$ cat config.mk
export PLATFORM = sky130hd
export DESIGN_NAME = rst_cause_reg
export DESIGN_NICKNAME = d
export VERILOG_FILES = /design/src/rtl/rst_cause_pkg.sv /design/src/rtl/rst_flag_bank.sv /design/src/rtl/rng_field.sv /design/src/rtl/rng_apply.sv /design/src/rtl/rst_cause_reg.sv
export SDC_FILE = /design/constraint.sdc
export NUM_CORES = 1
export LEC_CHECK = 0
export BUFFER_PORTS_ARGS = -buffer_cell sky130_fd_sc_hd__buf_4
export CAP_MARGIN = 30
export CORE_ASPECT_RATIO = 1.5
export CORE_MARGIN = 1.5
export CORE_UTILIZATION = 35
export DETAILED_ROUTE_END_ITERATION = 12
export PLACE_DENSITY_LB_ADDON = 0.2
export SLEW_MARGIN = 20
export SYNTH_ARGS = -nofsm -noshare
export SYNTH_HDL_FRONTEND = slang
export SYNTH_SLANG_ARGS = --single-unit
$ cat constraint.sdc
create_clock -name clk_i -period 0.8 [get_ports clk_i]
set_input_delay 0 -clock clk_i [delete_from_list [all_inputs] [get_ports clk_i]]
set_output_delay 0 -clock clk_i [all_outputs]
set_load 0.02 [all_outputs]
$ cat src/rtl/rst_cause_pkg.sv
package rst_cause_pkg;
  localparam int unsigned REG_W     = 32;
  localparam int unsigned FLAG_CNT  = 7;
  localparam int unsigned RNG_W     = 4;
  localparam int unsigned RNG_CNT   = 2;
  localparam int unsigned CLR_BIT   = 24;
  localparam int unsigned FLAG_LSB  = 25;
  localparam int unsigned RNG_A_LSB = 8;
  localparam int unsigned RNG_B_LSB = 4;
  localparam logic [RNG_W-1:0] RNG_DEF = 4'd4;
  localparam logic [RNG_W-1:0] RNG_MIN = 4'd4;
  localparam logic [RNG_W-1:0] RNG_MAX = 4'd8;

  typedef enum int unsigned {
    F_OPT  = 0,
    F_PIN  = 1,
    F_BOR  = 2,
    F_SW   = 3,
    F_IWDG = 4,
    F_WWDG = 5,
    F_LPWR = 6
  } flag_idx_e;

  typedef logic [RNG_W-1:0] rng_code_t;

  function automatic logic rng_ok(input rng_code_t c);
    return (c >= RNG_MIN) && (c <= RNG_MAX);
  endfunction
endpackage

$ cat src/rtl/rst_flag_bank.sv
module rst_flag_bank #(
  parameter int unsigned N = 7
) (
  input  logic         clk_i,
  input  logic         rst_ni,
  input  logic [N-1:0] set_i,
  input  logic         clr_i,
  output logic [N-1:0] flags_o
);
  for (genvar i = 0; i < N; i++) begin : g_flag
    // set beats clear
    always_ff @(posedge clk_i or negedge rst_ni) begin
      if (!rst_ni)       flags_o[i] <= 1'b0;
      else if (set_i[i]) flags_o[i] <= 1'b1;
      else if (clr_i)    flags_o[i] <= 1'b0;
    end
  end


  flag_set_chk: assert property (@(posedge clk_i) disable iff (!rst_ni)
    |set_i |=> ((flags_o & $past(set_i)) == $past(set_i)));

  flag_clr_chk: assert property (@(posedge clk_i) disable iff (!rst_ni)
    clr_i |=> (flags_o == $past(set_i)));

  flag_sticky_chk: assert property (@(posedge clk_i) disable iff (!rst_ni)
    !clr_i |=> ((flags_o & $past(flags_o)) == $past(flags_o)));
endmodule

$ cat src/rtl/rng_field.sv
module rng_field
  import rst_cause_pkg::*;
#(
  parameter rng_code_t DEF = RNG_DEF
) (
  input  logic      clk_i,
  input  logic      rst_ni,
  input  logic      wr_i,
  input  rng_code_t code_i,
  input  logic      force_def_i,
  output rng_code_t code_o
);
  always_ff @(posedge clk_i or negedge rst_ni) begin
    if (!rst_ni)                       code_o <= DEF;
    else if (force_def_i)              code_o <= DEF;
    else if (wr_i && rng_ok(code_i))   code_o <= code_i;
  end


  rng_legal_chk: assert property (@(posedge clk_i) disable iff (!rst_ni)
    rng_ok(code_o));

  rng_gate_chk: assert property (@(posedge clk_i) disable iff (!rst_ni)
    (!wr_i && !force_def_i) |=> $stable(code_o));

  rng_def_chk: assert property (@(posedge clk_i) disable iff (!rst_ni)
    force_def_i |=> (code_o == DEF));
endmodule

$ cat src/rtl/rng_apply.sv
module rng_apply
  import rst_cause_pkg::*;
#(
  parameter int unsigned NF = RNG_CNT,
  parameter int unsigned W  = RNG_W
) (
  input  logic          clk_i,
  input  logic          rst_ni,
  input  logic [NF*W-1:0] stored_i,
  input  logic          stby_exit_i,
  input  logic          ovr_i,
  output logic [NF*W-1:0] applied_o,
  output logic          act_o
);
  localparam logic [NF*W-1:0] APPLY_DEF = {NF{RNG_DEF}};

  always_ff @(posedge clk_i or negedge rst_ni) begin
    if (!rst_ni)          applied_o <= APPLY_DEF;
    else if (stby_exit_i) applied_o <= stored_i;
  end

  // override ends stored-range use, beats standby exit
  always_ff @(posedge clk_i or negedge rst_ni) begin
    if (!rst_ni)          act_o <= 1'b0;
    else if (ovr_i)       act_o <= 1'b0;
    else if (stby_exit_i) act_o <= 1'b1;
  end


  apply_hold_chk: assert property (@(posedge clk_i) disable iff (!rst_ni)
    !stby_exit_i |=> $stable(applied_o));

  act_ovr_chk: assert property (@(posedge clk_i) disable iff (!rst_ni)
    ovr_i |=> !act_o);

  act_set_chk: assert property (@(posedge clk_i) disable iff (!rst_ni)
    (stby_exit_i && !ovr_i) |=> act_o);
endmodule

$ cat src/rtl/rst_cause_reg.sv
module rst_cause_reg
  import rst_cause_pkg::*;
(
  input  logic             clk_i,
  input  logic             rst_ni,
  input  logic             evt_optld_i,
  input  logic             evt_pin_i,
  input  logic             evt_bor_i,
  input  logic             evt_sw_i,
  input  logic             evt_iwdg_i,
  input  logic             evt_wwdg_i,
  input  logic             evt_lpwr_i,
  input  logic             stby_exit_i,
  input  logic             rng_ovr_i,
  input  logic             wr_en_i,
  input  logic [REG_W-1:0] wr_data_i,
  output logic [REG_W-1:0] rd_data_o,
  output logic [RNG_W-1:0] rng_a_o,
  output logic [RNG_W-1:0] rng_b_o,
  output logic             stby_rng_act_o
);
  logic [FLAG_CNT-1:0]      evt;
  logic [FLAG_CNT-1:0]      flags;
  logic                     clr_all;
  logic                     fld_wr;
  logic                     fld_def;
  logic [RNG_CNT*RNG_W-1:0] fld_q;
  logic [RNG_CNT*RNG_W-1:0] fld_app;

  always_comb begin
    evt         = '0;
    evt[F_OPT]  = evt_optld_i;
    evt[F_PIN]  = evt_pin_i;
    evt[F_BOR]  = evt_bor_i;
    evt[F_SW]   = evt_sw_i;
    evt[F_IWDG] = evt_iwdg_i;
    evt[F_WWDG] = evt_wwdg_i;
    evt[F_LPWR] = evt_lpwr_i;
  end

  assign clr_all = wr_en_i & wr_data_i[CLR_BIT];
  assign fld_wr  = wr_en_i & rng_ovr_i;
  assign fld_def = evt_pin_i | evt_bor_i;

  rst_flag_bank #(.N(FLAG_CNT)) u_flags (
    .clk_i   (clk_i),
    .rst_ni  (rst_ni),
    .set_i   (evt),
    .clr_i   (clr_all),
    .flags_o (flags)
  );

  // slot 1 = field A, slot 0 = field B
  for (genvar g = 0; g < RNG_CNT; g++) begin : g_fld
    localparam int unsigned LSB = (g == 1) ? RNG_A_LSB : RNG_B_LSB;
    rng_field #(.DEF(RNG_DEF)) u_fld (
      .clk_i       (clk_i),
      .rst_ni      (rst_ni),
      .wr_i        (fld_wr),
      .code_i      (wr_data_i[LSB +: RNG_W]),
      .force_def_i (fld_def),
      .code_o      (fld_q[g*RNG_W +: RNG_W])
    );
  end

  rng_apply #(.NF(RNG_CNT), .W(RNG_W)) u_apply (
    .clk_i       (clk_i),
    .rst_ni      (rst_ni),
    .stored_i    (fld_q),
    .stby_exit_i (stby_exit_i),
    .ovr_i       (rng_ovr_i),
    .applied_o   (fld_app),
    .act_o       (stby_rng_act_o)
  );

  assign rng_a_o = fld_app[RNG_W +: RNG_W];
  assign rng_b_o = fld_app[0 +: RNG_W];

  always_comb begin
    rd_data_o                         = '0;
    rd_data_o[FLAG_LSB +: FLAG_CNT]   = flags;
    rd_data_o[RNG_A_LSB +: RNG_W]     = fld_q[RNG_W +: RNG_W];
    rd_data_o[RNG_B_LSB +: RNG_W]     = fld_q[0 +: RNG_W];
  end


  rd_unused_chk: assert property (@(posedge clk_i) disable iff (!rst_ni)
    (rd_data_o[23:12] == '0) && (rd_data_o[3:0] == '0) && !rd_data_o[CLR_BIT]);
endmodule

Word-level counts from Yosys, hierarchy flattened:

Cells that the tools add are included.

* bits in registers: 24
* output and inout port bits: 41
* word-level logic and storage cells: 46

* magnitude comparators: 4
* multiplexer cells: 14
* bitwise operators: 3
* reductions and logical operators: 14

Operators by type and width (number)
* 2-bit nonzero test: 10
* 4-bit 2-to-1 mux: 4
* 1-bit 2-to-1 mux: 10
* 4-bit by 3-bit >= comparator with 1-bit output (second input constant): 2
* 4-bit <= comparator (second input constant): 2
* 1-bit logical AND: 4
* 1-bit AND: 2
* 1-bit bitwise OR: 1

Logic depth before layout (Yosys ltp):

Gate-level depths: netlist of run 1.

* depth in word-level cells: 5
* mapped depth: 3

Modules after synthesis:

From an unflattened synthesis of run 1, not the netlist that was laid out.

* cells, all modules: 95
* area total of the unflattened synthesis: 1181.1 sq um

By module, submodules not included
* rng_field: instances 2, cells an instance 20, area an instance 215.2 sq um, sequential area each 101.3 sq um
* rng_apply: instances 1, cells an instance 19, area an instance 369.1 sq um, sequential area each 227.7 sq um
* rst_flag_bank: instances 1, cells an instance 15, area an instance 231.5 sq um, sequential area each 175.2 sq um
* rst_cause_reg: instances 1, cells an instance 21, area an instance 150.1 sq um, sequential area each 0.0 sq um

Worst setup path before layout of run 1:

OpenSTA, ideal clock, no wires.

* kind: input -> register
* start: in wr_data_i[6]
* end: reg g_fld[0].u_fld.code_o[2]
* library setup time: 0.082 ns
* cell stages on the path: 3
* arrival time: 1.029 ns
* buffers on the path: 0
* required time: 0.718 ns
* slack: -0.311 ns
* cell sequence: or4b_4 > or2_0 > a211o_1

* longest elaborated chain between the ends: 4
* elaborated cells between the ends (all ways): 7
* classes of those cells: order compare: 2; mux: 2; reduce/logical: 3

Ends and longest elaborated chain
* from (decl): line rst_cause_reg.sv:16 `input logic [REG_W-1:0] wr_data_i,`
* 4-bit by 3-bit >= comparator with 1-bit output / 4-bit <= comparator (equally long branches): line rst_cause_pkg.sv:27 `return (c >= RNG_MIN) && (c <= RNG_MAX);`
* 1-bit logical AND: line rst_cause_pkg.sv:27
* 1-bit logical AND: line rng_field.sv:16 `else if (wr_i && rng_ok(code_i)) code_o <= code_i;`
* 2-bit nonzero test (no source line)
* to (signal assigned): line rng_field.sv:16
* to (decl): line rng_field.sv:11 `output rng_code_t code_o`

Parallel ways exist; a longest one is shown, timed or not. The select of a mux whose other input is x is not followed.
A chain may end at the register's enable or synchronous reset.

Worst setup path in the final report of run 1:

* start: reg g_fld[0].u_fld.code_o[2]
* end: out rd_data_o[6]

RTL lines
* to (decl): line rst_cause_reg.sv:17 `output logic [REG_W-1:0] rd_data_o,`

No word-level cell between the ends.

==> reports/results.txt, run 1 <==
Status: complete, but fails checks
Violated checks: setup timing
DRC errors left: 0
Design area: 1830 um2
Root Buffer: clkbuf_8
IO Port Bufs: 44
Post-synthesis async set-or-reset flop share: 1.00
Clock sink total: 24
Crit-path cells: buf_6
Inst Count DP: 179
Top Family by Delay on Critical Path: flip-flops
Final setup viols: 33
Total power: 0.00257 W
# H-tree levels: 1
CP required: 0.80 ns
RePlAce Congestion: 0.722
Critical Path Sink Type: output port
Max-slew violation count: 0
CORE AREA: 2940 um2
Fmax: 1.07 GHz
Buf+Inv Stages, Crit Path: 1
Leakage power: 0.839 nW
Tcrit/Tclk final: 1.17
Syn avg cell area: 12.1 um2
Number of global-route vias before repair: 962
Critical Path Max Stage Delay: 0.56 ns
Critical Path Fanout Max: 2
Register area share after synthesis: 0.551
Post-synth top area share: 0.456
Met1 Resource Use GR: 0.176
FF+latch count, synth: 24
Post-Route WL: 2580 um
Initial core utilization: 0.373
DP Area: 1500 um2
Routed Antenna Nets: 0
Vias per cell: 4.73
Hold Fails Final Rpt: 0
Mux cell area share after synthesis: 0.0820
FILL cells: 259
Synth Area in Compound Gates: 0.136
Ports: 85
Synth Instances: 91
Met3 Resource Use GR: 0.0292
Max-cap violations: 0
Ys Warns: 0
NetSw: 0.000641 W
Drt initial violations: 13
Crit path kind: register to output port
Arr. time, crit path: 0.94 ns
Met2 usage: 0.297
Setup crit start kind: register
First-pass GRT wire length: 4330 um
Switching portion of total power: 0.249
N_diodes: 0
DRT Pass-1 Iters: 4
Commonest cells post-synth: dfrtp_1, buf_4, a21o_1, mux2_2, nand2_1
Layout Skew: 0.00430 ns
Setup_tns: -1.45 ns
Most instantiated library cell after synthesis: dfrtp_1
Post-Route Utilization: 0.621
Top Usage Layer GRT: met2
CTS tree: done
Final nets: 202
Tmin final: 0.937 ns
Area contributors post-synth: dfrtp_1, buf_4, dfstp_2, mux2_2, a21o_1
Pwr/cell area: 1410 nW/um2
Reg clk slew, reported paths: 0.08 ns
Total CTS buffers: 3
Cell row count: 24
Prevailing post-synth register cell: dfrtp_1
Pin count of the biggest net entering global routing: 25
Adder-cell share of the synthesized area: 0
Power Internal: 0.00193 W
Maximum vdd drop: 0.00108 V
Final setup margin: -0.137 ns
Post-Synth Simple-Gate Area: 0.101
Die area: 3490 um2
Area added between synthesis and finish: 66.3%
Die Y: 71.6 um
Initial antenna violation count: 0
Aggregate global-route resource usage: 0.161
Largest family of logic cells by synthesized area: compound AO/OA/AOI/OAI gates
Final HPWL DP: 1850 um
Clk buf depth: 2
Latest clock arrival within the worst-skew pair: 0.26 ns
CP max-delay cell: dfstp_2
RSZ-0062 raised after global routing: yes
Post-synth EDFFs: 0
Detailed-route wire length per cell: 13.2 um
GR Overflow Total: 0
Post-Layout Cell Count: 196
Yosys top cell by area: dfrtp_1
HP Class: primary input to register
Synthesized area: 1100 um2
Gate power share: 0.190
DR vias: 927
Layout cells sized above 1: 0.611
Share of total power in the clock network: 0.312
Share of power burned in registers: 0.498
DIE WIDTH: 48.7 um
Distinct cells, synth: 23
XOR/XNOR Fraction of Synth Area: 0
-- metrics by stage --
stage,worst slack (ns),hold WS [ns]
global placement,-0.421,-0.0855
finish,-0.137,0.0394
detailed placement,-0.438,-0.0859
floorplan,-0.296,-0.296
CTS,-0.135,0.0266
global route,-0.164,0.0372
-- logic make-up (layout without fill, tap and decap cells) --
| family | after synthesis | count (layout) |
|---|---|---|
| buf+inv | 20 | 70 |
| simple gates | 17 | 17 |
| compound gates | 21 | 21 |
| flops | 24 | 24 |
| other cells | 1 | 17 |
| mux | 8 | 8 |
-- final cells by class --
type | instances | area [um2] | share of cell area
Inverter | 1 | 3.75 | 0.00205
Sequential cell | 24 | 621 | 0.340
Timing Repair Buffer | 65 | 623 | 0.341
Clock buffer | 4 | 55.1 | 0.0301
Multi-Input combinational cell | 63 | 475 | 0.260
Tap cell | 39 | 48.8 | 0.0267
-- routing by layer --
metal | up-vias | wire length (um) | share of wire
li1 | 418 | - | -
met1 | 460 | 985 | 0.38
met2 | 45 | 1410 | 0.54
met3 | 4 | 140 | 0.054
met4 | 0 | 47 | 0.018
met5 | - | 0 | 0
-- power by group through the flow --
stage	registers, W	clock network [W]	logic [W]
after floorplan	0.00134	0	0.000216
after global placement	0.00129	0	0.000399
after detailed placement	0.00129	0	0.000405
after CTS	0.00128	0.000834	0.000475
after global routing	0.00128	0.000876	0.000524
final	0.00128	0.000803	0.000490
-- repair_timing --
| action | CTS | global route |
|---|---|---|
| buffers inserted | 3 | 1 |
| gates resized for setup | 30 | 10 |
| endpoints found under the hold margin | 32 | 0 |
| hold buffers | 9 | 0 |
| pin swaps | 6 | 5 |
| endpoints found under the setup margin | 34 | 41 |
-- cells in the final DEF, fill, tap and decap left out --
| master | count |
|---|---|
| and4b_1 | 1 |
| a211o_1 | 2 |
| or4b_4 | 2 |
| nand2b_1 | 1 |
| dlygate4sd3_1 | 9 |
| nor2_1 | 2 |
| a32oi_2 | 3 |
| mux2_2 | 2 |
| nor2b_1 | 1 |
| or2_2 | 1 |
| mux2_4 | 6 |
| dfrtp_1 | 8 |
| conb_1 | 17 |
| o22ai_2 | 1 |
| or2_4 | 1 |
| clkbuf_8 | 4 |
| dfstp_2 | 4 |
| a21o_1 | 8 |
| a21oi_2 | 2 |
| a32oi_1 | 1 |
| buf_4 | 26 |
| o21ai_0 | 1 |
| or2b_1 | 1 |
| and4b_2 | 1 |
| inv_2 | 1 |
| buf_6 | 30 |
| nand2_1 | 6 |
| dfrtp_2 | 12 |
| a21oi_1 | 3 |
-- flip-flops by register name, summed over array words and instances, names as in the netlist --
| register | flops |
|---|---|
| g_fld.u_fld.code_o | 8 |
| u_apply.applied_o | 8 |
| u_flags.flags_o | 7 |
| u_apply.act_o | 1 |
-- path summary, 6_finish.rpt --
kind                                                             end  slack, ns  depth (start not counted)                            startpoint
min in group asynchronous             u_flags.flags_o[5]$_DFFE_PN0P_       0.17                          2                                rst_ni
worst min-delay path            g_fld[0].u_fld.code_o[1]$_DFFE_PN0P_       0.04                          3                          wr_data_i[5]
worst max-delay path                                    rd_data_o[6]      -0.14                          1  g_fld[0].u_fld.code_o[2]$_DFFE_PN1P_
worst min register to register        u_flags.flags_o[0]$_DFFE_PN0P_       0.51                          1        u_flags.flags_o[0]$_DFFE_PN0P_
worst max register to register  g_fld[0].u_fld.code_o[2]$_DFFE_PN1P_      -0.06                          2  g_fld[0].u_fld.code_o[2]$_DFFE_PN1P_
max in group asynchronous       g_fld[1].u_fld.code_o[2]$_DFFE_PN1P_       0.34                          2                                rst_ni
Note: power is estimated with default switching activity, not from simulation.
==> run 2: changes to the inputs <==
- CORE_UTILIZATION: 35 -> 39
- MAX_ROUTING_LAYER: unset -> met4
- clock period: 0.8 -> 1.07 ns (I/O delays scaled with it)
==> run 2 against run 1 <==
Effect of this change: the flow now finishes without violations; utilization decreased by 3.7 points; die area decreased by 9.7%; worst setup slack improved by 0.23 ns; final cell count decreased by 5.6%; routed wire length decreased by 11%; combinational power decreased by 36%; clock-buffer cell count decreased by 1; clock power decreased by 35%; critical path depth increased by 3; sequential cell count unchanged; sequential power decreased by 26%; sequential share of layout area increased by 4.8 points; largest cell class is now flip-flops and latches.
==> reports/results.txt, run 2 (same netlist as run 1, synthesis figures left out) <==
Aggregate global-route resource usage: 0.161
Setup repair bufs after CTS: 0
Tcrit/Tclk final: 0.916
Hold Fails Final Rpt: 0
Critical Path Fanout Max: 2
Number of global-route vias before repair: 844
DIE WIDTH: 46.3 um
DRC errors left: 0
Final nets: 194
IO Port Bufs: 44
Detailed-route wire length per cell: 12.4 um
Sequential standard cell area: 606 um2
CP max-delay cell: or4b_4
Ports: 85
Area added between synthesis and finish: 42.1%
Final setup viols: 0
Buf+Inv Stages, Crit Path: 1
Critical Path Sink Type: register
Clock sink total: 24
Top Family by Delay on Critical Path: simple AND/OR/NAND/NOR gates
Inst Count DP: 173
CTS tree: done
Drt initial violations: 20
# H-tree levels: 1
Setup_tns: 0 ns
Pin count of the biggest net entering global routing: 25
Layout Skew: 0.000444 ns
CP required: 1.26 ns
Max-slew violation count: 0
Setup crit start kind: primary input
RSZ-0062 raised after global routing: no
First-pass GRT wire length: 3610 um
Crit path kind: primary input to register
Vias per cell: 4.65
Latest clock arrival within the worst-skew pair: 0.26 ns
GR Overflow Total: 0
Most frequent cells in the layout: buf_4, dfrtp_1, conb_1
Total CTS buffers: 3
Maximum vdd drop: 0.000699 V
Cell row count: 23
Tmin final: 0.980 ns
Layout cells sized above 1: 0.453
Switching portion of total power: 0.258
Max-cap violations: 0
Power Internal: 0.00133 W
Share of power burned in registers: 0.532
Post-Route Utilization: 0.583
Post-Route WL: 2290 um
Reg clk slew, reported paths: 0.08 ns
DRT Pass-1 Iters: 4
DR vias: 861
Status: completed
Fmax: 1.02 GHz
HP Class: primary input to register
FILL cells: 233
N_diodes: 0
Gate power share: 0.175
Crit-path cells: buf_4 -> or4b_4 -> or2_0 -> a211o_1
Initial antenna violation count: 0
Leakage power: 0.758 nW
NetSw: 0.000460 W
Initial core utilization: 0.410
RePlAce Congestion: 0.743
Die area: 3150 um2
Multi-input combinational cell area: 414 um2
Share of total power in the clock network: 0.293
Critical Path Max Stage Delay: 0.53 ns
Final HPWL DP: 1780 um
Register-to-Register Setup Slack: 0.25 ns
Root Buffer: clkbuf_8
Largest registers: g_fld.u_fld.code_o (8), u_apply.applied_o (8), u_flags.flags_o (7)
Arr. time, crit path: 1.17 ns
Commonest non-fill, non-tap cell in the layout: buf_4
Post-Layout Cell Count: 185
Die Y: 68 um
Pwr/cell area: 1140 nW/um2
CORE AREA: 2680 um2
Routed Antenna Nets: 0
Clk buf depth: 2
==> run 2: cell types whose count changed in the layout (fill, tap and decap cells not counted), moves of 2 or more <==
cell and change:
a21oi_1 +2, dfrtp_2 -12, a21oi_2 -2, dfrtp_1 +12, buf_4 +22, a32oi_1 +3, mux2_4 -6, a32oi_2 -3
mux2_2 +6, buf_6 -30
==> run 2: tightest hold or removal path, stage by stage <==
cell and delay [ns]:
buf_4 0.09, a32oi_1 0.05, a21oi_1 0.13
==> run 2: cell type report <==
class | instances | share of cell area
Clock buffer | 3 | 0.0264
Timing Repair Buffer | 57 | 0.288
Multi-Input combinational cell | 63 | 0.265
Tap cell | 37 | 0.0296
Inverter | 1 | 0.00240
Sequential cell | 24 | 0.388
==> run 2: path summary, 6_finish.rpt <==
kind | depth (start not counted) | end | from
worst max register to register | 2 | g_fld[1].u_fld.code_o[1]$_DFFE_PN0P_ | g_fld[1].u_fld.code_o[1]$_DFFE_PN0P_
max in group asynchronous | 2 | g_fld[1].u_fld.code_o[2]$_DFFE_PN1P_ | rst_ni
worst min register to register | 1 | u_flags.flags_o[6]$_DFFE_PN0P_ | u_flags.flags_o[6]$_DFFE_PN0P_
min in group asynchronous | 2 | u_flags.flags_o[2]$_DFFE_PN0P_ | rst_ni
worst max-delay path | 4 | g_fld[0].u_fld.code_o[2]$_DFFE_PN1P_ | wr_data_i[6]
worst min-delay path | 3 | g_fld[0].u_fld.code_o[1]$_DFFE_PN0P_ | wr_data_i[5]
==> run 2: per-layer routing <==
layer | vias to the layer above | GRT usage | routed length [um]
met3 | 2 | 0.0158 | 100
met4 | 0 | 0.0643 | 19
met2 | 41 | 0.295 | 1280
met5 | - | - | 0
li1 | 400 | - | -
met1 | 418 | 0.171 | 883
==> run 2: stage by stage <==
stage / hold WS [ns] / power [W] / setup slack [ns] / cell area (um2)
4_1_cts: 0.0379 / 0.00181 / 0.0899 / 1560
3_5_place_dp: -0.0848 / 0.00126 / -0.185 / 1430
3_3_place_gp: -0.0868 / 0.00125 / -0.145 / 1430
6_report: 0.0433 / 0.00179 / 0.0902 / 1560
5_1_grt: 0.0651 / 0.00187 / 0.0585 / 1560
2_1_floorplan: -0.296 / 0.00116 / -0.0263 / 1160
==> run 2: power groups by stage <==
stage / Sequential (W) / Clock, W / Combinational [W]
floorplan: 0.000998 / 0 / 0.000158
global route: 0.000954 / 0.000571 / 0.000340
detailed placement: 0.000967 / 0 / 0.000289
global placement: 0.000966 / 0 / 0.000285
finish: 0.000950 / 0.000524 / 0.000312
CTS: 0.000951 / 0.000542 / 0.000315
==> run 2: timing repair <==
action,4_1_cts,5_1_grt
endpoints found under the hold margin,32,0
hold buffers,9,0
gates resized for setup,0,0
==> run 3: changes to the inputs <==
- CTS_CLUSTER_DIAMETER: unset -> 30
- RECOVER_POWER: unset -> 100
==> run 3 against run 2 <==
Effect of this change: sequential share of layout area increased by 2.3 points; routed wire length is 0.26% higher; clock skew barely moved; sequential power about the same; non-clock buffer count stayed put; maximum frequency decreased by 1.3%; critical endpoint is now rd_data_o[6]; sequential cell count unchanged; register-to-register slack barely moved; combinational power down 7.7%; largest cell class unchanged; utilization is 3.3 points lower; clock-buffer cell count unchanged.
==> reports/results.txt, run 3 (same netlist as run 1, synthesis figures left out) <==
Status: completed
Leakage power: 0.673 nW
Final nets: 194
Min-delay src: wr_data_i[5]
Critical Path Fanout Max: 3
CP required: 1.07 ns
R2R depth: 2
Inst Count DP: 173
Max-slew violation count: 0
Routed Antenna Nets: 0
Total CTS buffers: 3
Crit-path cells: clkbuf_2
DRC errors left: 0
Layout Skew: 0.000580 ns
Largest registers: g_fld.u_fld.code_o (8), u_apply.applied_o (8), u_flags.flags_o (7)
Maximum vdd drop: 0.000700 V
Commonest non-fill, non-tap cell in the layout: buf_4
Area added between synthesis and finish: 34.1%
Met3 wire length: 119 um
Clk buf depth: 2
Aggregate global-route resource usage: 0.161
Vias per cell: 4.71
Metal2 WL: 1280 um
Root Buffer: clkbuf_8
Critical Path Max Stage Delay: 0.55 ns
R2r startpoint: g_fld[0].u_fld.code_o[0]$_DFFE_PN0P_
Reg2Reg Capture Point: g_fld[0].u_fld.code_o[0]$_DFFE_PN0P_
Cells resized by post-CTS repair: 0
Final setup viols: 0
RSZ-0062 raised after global routing: no
Reg clk slew, reported paths: 0.08 ns
Crit path kind: register to output port
Pin count of the biggest net entering global routing: 25
CORE AREA: 2680 um2
Ports: 85
Detailed-route wire length per cell: 12.4 um
First-pass GRT wire length: 3610 um
Clock sink total: 24
GR Overflow Total: 0
Most frequent cells in the layout: buf_4, dfrtp_1, clkbuf_1
Die area: 3150 um2
Max-cap violations: 0
Latest clock arrival within the worst-skew pair: 0.26 ns
Final setup margin: 0.0775 ns
Die Y: 68 um
Measured slew at the worst slew-check pin: 0.585 ns
Drt initial violations: 35
DRT Pass-1 Iters: 4
Arr. time, crit path: 0.99 ns
Hold Crit Depth: 3
Setup repair bufs after CTS: 0
Worst rel slew slack: 0.610
Critical Path Sink Type: output port
Tcrit/Tclk final: 0.928
Initial antenna violation count: 0
Top Family by Delay on Critical Path: flip-flops
Fmax: 1.01 GHz
DIE WIDTH: 46.3 um
Register-to-Register Setup Slack: 0.25 ns
Final HPWL DP: 1780 um
Pre-CTS setup slack: -0.185 ns
Min-Delay Endpoint: g_fld[0].u_fld.code_o[1]$_DFFE_PN0P_
# H-tree levels: 1
Buf+Inv Stages, Crit Path: 1
DR vias: 871
Pwr/cell area: 1200 nW/um2
HP Class: primary input to register
Layout cells sized above 1: 0.297
Top layer in use: met4
CTS tree: done
IO Port Bufs: 44
Post-Route M1 WL: 877 um
# hold bufs at CTS: 9
Post-Route Utilization: 0.550
Post-Layout Cell Count: 185
N_diodes: 0
Post-Route WL: 2290 um
CP max-delay cell: dfstp_1
Tmin final: 0.992 ns
Number of global-route vias before repair: 844
RePlAce Congestion: 0.743
Cell row count: 23
Setup crit start kind: register
Hold Fails Final Rpt: 0
Total power: 0.00177 W
Initial core utilization: 0.410
==> run 3: changes by cell type in the layout (fill, tap and decap cells not counted), sizes merged <==
cell | before | now
buf | 48 | 21
clkbuf | 3 | 30
==> run 3: final cells by class <==
type / count / area (um2)
inverter: 1 / 3.75
timing repair buffer: 57 / 365
clock buffer: 3 / 41.3
multi-input combinational: 63 / 410
sequential: 24 / 606
fill: 253 / 1200
tap: 37 / 46.3
==> run 3: how the worst max path moves through the flow <==
| stage | to | cells after the start | startpoint |
|---|---|---|---|
| floorplan | g_fld[0].u_fld.code_o[2]$_DFFE_PN1P_ | 3 | wr_data_i[6] |
| global placement | g_fld[0].u_fld.code_o[2]$_DFFE_PN1P_ | 4 | wr_data_i[6] |
| detailed placement | g_fld[0].u_fld.code_o[2]$_DFFE_PN1P_ | 4 | wr_data_i[6] |
| CTS | g_fld[0].u_fld.code_o[2]$_DFFE_PN1P_ | 4 | wr_data_i[6] |
| global route | rd_data_o[6] | 1 | g_fld[0].u_fld.code_o[2]$_DFFE_PN1P_ |
| finish | rd_data_o[6] | 1 | g_fld[0].u_fld.code_o[2]$_DFFE_PN1P_ |
==> run 3: layer usage <==
| layer | up-vias | track usage |
|---|---|---|
| met4 | 0 | 0.0643 |
| met1 | 426 | 0.171 |
| met5 | - | - |
| met2 | 41 | 0.295 |
| li1 | 402 | - |
| met3 | 2 | 0.0158 |
==> run 3: report_power, final <==
group | switching [W] | internal, W
Combinational | 0.000171 | 0.000117
Clock | 0.000278 | 0.000251
Sequential | 0.0000149 | 0.000933
Total | 0.000465 | 0.00130
==> run 3: stage by stage <==
stage	cell area, um2	setup TNS, ns	hold WS, ns
floorplan	1160	-0.0263	-0.296
global placement	1430	-0.539	-0.0868
detailed placement	1430	-0.660	-0.0848
CTS	1560	0	0.0379
global route	1470	0	0.0652
finish	1470	0	0.0434
